===== src/rtl/dcm_store.sv =====
module dcm_store #(
    parameter int AW     = 6,
    parameter int DATA_W = 16
) (
    input  logic              clk,
    input  logic              rst_n,
    input  logic              wr_en,
    input  logic [1:0]        wr_lane,
    input  logic [AW-1:0]     wr_addr,
    input  logic [DATA_W-1:0] wr_data,
    input  logic [AW-1:0]     rd_addr,
    output logic [DATA_W-1:0] rd_data
);
    localparam int DEPTH  = 1 << AW;
    localparam int LANE_W = DATA_W / 2;

    logic [DATA_W-1:0] mem_q [DEPTH];
    logic [DATA_W-1:0] mem_d [DEPTH];
    logic [DATA_W-1:0] wmask;

    // one mask slice per byte lane
    for (genvar l = 0; l < 2; l++) begin : g_lane
        assign wmask[l*LANE_W +: LANE_W] = {LANE_W{wr_lane[l]}};
    end

    always_comb begin
        for (int i = 0; i < DEPTH; i++) mem_d[i] = mem_q[i];
        if (wr_en)
            mem_d[wr_addr] = (mem_q[wr_addr] & ~wmask) | (wr_data & wmask);
    end

    always_ff @(posedge clk) begin
        for (int i = 0; i < DEPTH; i++) begin
            if (!rst_n) mem_q[i] <= '0;
            else        mem_q[i] <= mem_d[i];
        end
    end

    assign rd_data = mem_q[rd_addr];
endmodule


===== config.mk =====
export PLATFORM = sky130hd
export DESIGN_NAME = dcm_store
export DESIGN_NICKNAME = d
export VERILOG_FILES = /design/src/rtl/dcm_store.sv
export SDC_FILE = /design/constraint.sdc
export NUM_CORES = 2
export LEC_CHECK = 0
export BUFFER_PORTS_ARGS = -buffer_cell sky130_fd_sc_hd__buf_2
export CELL_PAD_IN_SITES_DETAIL_PLACEMENT = 0
export CELL_PAD_IN_SITES_GLOBAL_PLACEMENT = 1
export CORE_MARGIN = 2
export CORE_UTILIZATION = 25
export CTS_BUF_LIST = sky130_fd_sc_hd__clkbuf_8
export DETAILED_ROUTE_END_ITERATION = 6
export HOLD_SLACK_MARGIN = 0.12
export PLACE_DENSITY_LB_ADDON = 0.1
export SLEW_MARGIN = 20
export SYNTH_ARGS = -nofsm -noshare
export SYNTH_HDL_FRONTEND = slang
export SYNTH_SLANG_ARGS = --single-unit

===== constraint.sdc =====
create_clock -name clk -period 2.9 [get_ports clk]
set_input_delay 0.29 -clock clk [delete_from_list [all_inputs] [get_ports clk]]
set_output_delay 0.29 -clock clk [all_outputs]
set_load 0.03 [all_outputs]

==> reports/metrics.cfg <==
[status]
violations = negative setup slack
outcome = finished with violations

[placed_design]
place.port_buffers = 48
gp_congestion = 0.8301
dp_hpwl_um = 172900
placement.cell_area_um2 = 57600
numPlacedInstances = 7639
dp_slack_ns = -0.7381

[timing]
tightest_slew_ns = 1.084
max_freq_mhz = 288.5
fin_crit_sh_pct = 119.5
clock_skew_ns = 0.05471
final.setup.worst_slack_ns = -0.5656
finalHoldViolCount = 0
maxSlewViolCount = 0
slew_headroom_pct = 27.73
rsz0062_at_grt = true
setup_violations = 16
post-route-min-period_ns = 3.466

[logic_synthesis]
ys_async_sr_fraction_pct = 0
syn-num-nets = 5001
synth_top_area_cell = dfxtp_1
yosysSeqAreaShare_pct = 41.22
ys.warnings.count = 0
synth_cell_types = 66
synth_top_area_share_pct = 41.22
postSynthAreaPerCell_um2 = 10.01
synth_area_leaders = dfxtp_1, mux4_2, nand3_1
ys.flop_type = dfxtp_1
synth_edf_count = 0
syn_area_um2 = 49730
ys_ff_latch = 1024
synthesis.instances = 4968

[layout]
design_area_um2 = 62360
drive_above_1_share_pct = 30.81
n_fill_cell = 20473
regArea_um2 = 20610
stdcell_count = 8033
nNetsFinal = 5266
largest_register_ffs = 1024
layout_commonest_cell = nand3_1
regMostFlops = mem_q
top_regs = mem_q x1024
syn_to_final_growth_pct = 25.40
multi_input_area_um2 = 27010
final_cell_mix = nand3_1, o21ai_0, dfxtp_1

[worst_setup_path]
cp_max_fo = 3
worstSetupPathType = reg2out
critPathRequiredTime_ns = 2.61
start_kind = flop
end_kind = primary output
critPathArrivalTime_ns = 3.18

[cts]
cts_tree = done
cts_max_level = 4
cts.sinks = 1024
clk_pin_slew_ns = 0.06
clock_latency_ns = 0.97
cts_buffers = 194
cts_max_path_buffers = 3
root_buffer = clkbuf_8

[route]
num_vias = 44081
routed_wl_um = 253200
dr.pass1.iters = 6
drc = 0
avgRoutedWirePerCell_um = 31.52
drt_iter0_drc = 3797
antenna_left = 0
viasPerCell = 5.487

[global_route]
grt_use_total_pct = 24.47
grt_max_degree = 177
grt_pass1_vias = 42551
gr-total-overflow = 0
grt_pass1_wl_um = 353800
antenna_found_initial = 16

[floorplan]
die-height_um = 450
core_um2 = 197400
num_io_pins = 49
die-area_um2 = 202500
start_util_pct = 25.19
dieWidth_um = 450
fp-row-count = 163

[hold_path]
hp-class = in2reg

[run]
cap_violations = 0

[power_and_ir_drop]
peakVddDrop_mv = 0.4413
p_leak_nw = 21.66
power_density_nw_per_um2 = 518.3

logic make-up after synthesis:
| logic type | Yosys count | synth area share, % |
|---|---|---|
| compound gates | 1442 | 17.32 |
| buf+inv | 635 | 5.402 |
| simple gates | 1253 | 12.59 |
| flops | 1024 | 41.22 |
| mux | 614 | 23.47 |
report_power, final:
| group | internal [mW] | leakage [nW] | switching [mW] | total (mW) |
|---|---|---|---|---|
| clock network | 7.89 | 2.29 | 6.89 | 14.8 |
| registers | 14.1 | 8.29 | 0.0421 | 14.2 |
| logic | 1.20 | 11.1 | 2.18 | 3.38 |
layout make-up:
| type | count | area share, % |
|---|---|---|
| antenna | 8 | 0.03210 |
| inverter | 5 | 0.03411 |
| clock inverter | 97 | 0.7825 |
| multi-input combinational | 3309 | 43.31 |
| tap | 2640 | 5.297 |
| timing repair buffer | 699 | 11.96 |
| clock buffer | 251 | 5.540 |
| sequential | 1024 | 33.05 |
timing repair:
item | 4_1_cts | 5_1_grt
resized for setup | 142 | 34
hold buffers | 11 | 0
hold endpoints to repair | 585 | 0
setup buffers | 27 | 1
setup endpoints to repair | 16 | 114
pin swaps | 11 | 6
stage by stage:
stage                     hold slack (ns)  TNS (ns)  total power [mW]  util (%)
final                              0.2087    -6.765             32.32     31.59
after global routing               0.1481    -8.280             33.45     31.58
after detailed placement           0.4695   -355.92             17.79     29.18
after CTS                          0.1214    -8.261             32.73     31.54
after global placement             0.4599   -377.20             17.80     29.18
after floorplan                    0.4474         0             15.93         -
Yosys cell counts (20+ instances only):
cell type	count
nand3_1	1036
dfxtp_1	1024
o21ai_0	960
clkbuf_1	492
mux4_2	433
nand2_1	112
mux2i_1	99
mux2_2	79
a221oi_1	78
o31ai_1	69
o22ai_1	56
a22oi_1	52
buf_2	50
buf_1	46
a21oi_1	38
a22o_1	31
a221o_1	30
nor2_1	27
buf_6	22
o21ai_1	21
buf_4	20
final timing paths:
path / startpoint / endpoint / slack (ns) / cells after the start
hold / removal: wr_data[13] / mem_q[53][13] / 0.21 / 5
hold reg to reg: mem_q[22][4] / mem_q[22][4] / 0.47 / 2
setup reg to reg: mem_q[15][5] / mem_q[10][5] / 0.12 / 9
setup / recovery: mem_q[12][14] / rd_data[14] / -0.57 / 4
per-layer routing:
metal	GRT usage, %	share of wire [%]	vias up
met3	3.998	5.5	355
met5	0	0.0051	-
met2	38.08	45	1384
li1	-	-	19692
met4	7.713	3.3	2
met1	34.46	46	22648
critical path, cell delays in order, from the launching register on:
cell	delay (ns)
dfxtp_1	0.33
mux4_2	0.47
mux4_2	0.58
mux4_2	0.64
buf_6	0.20
No activity file was read; power rests on OpenSTA's default activity.
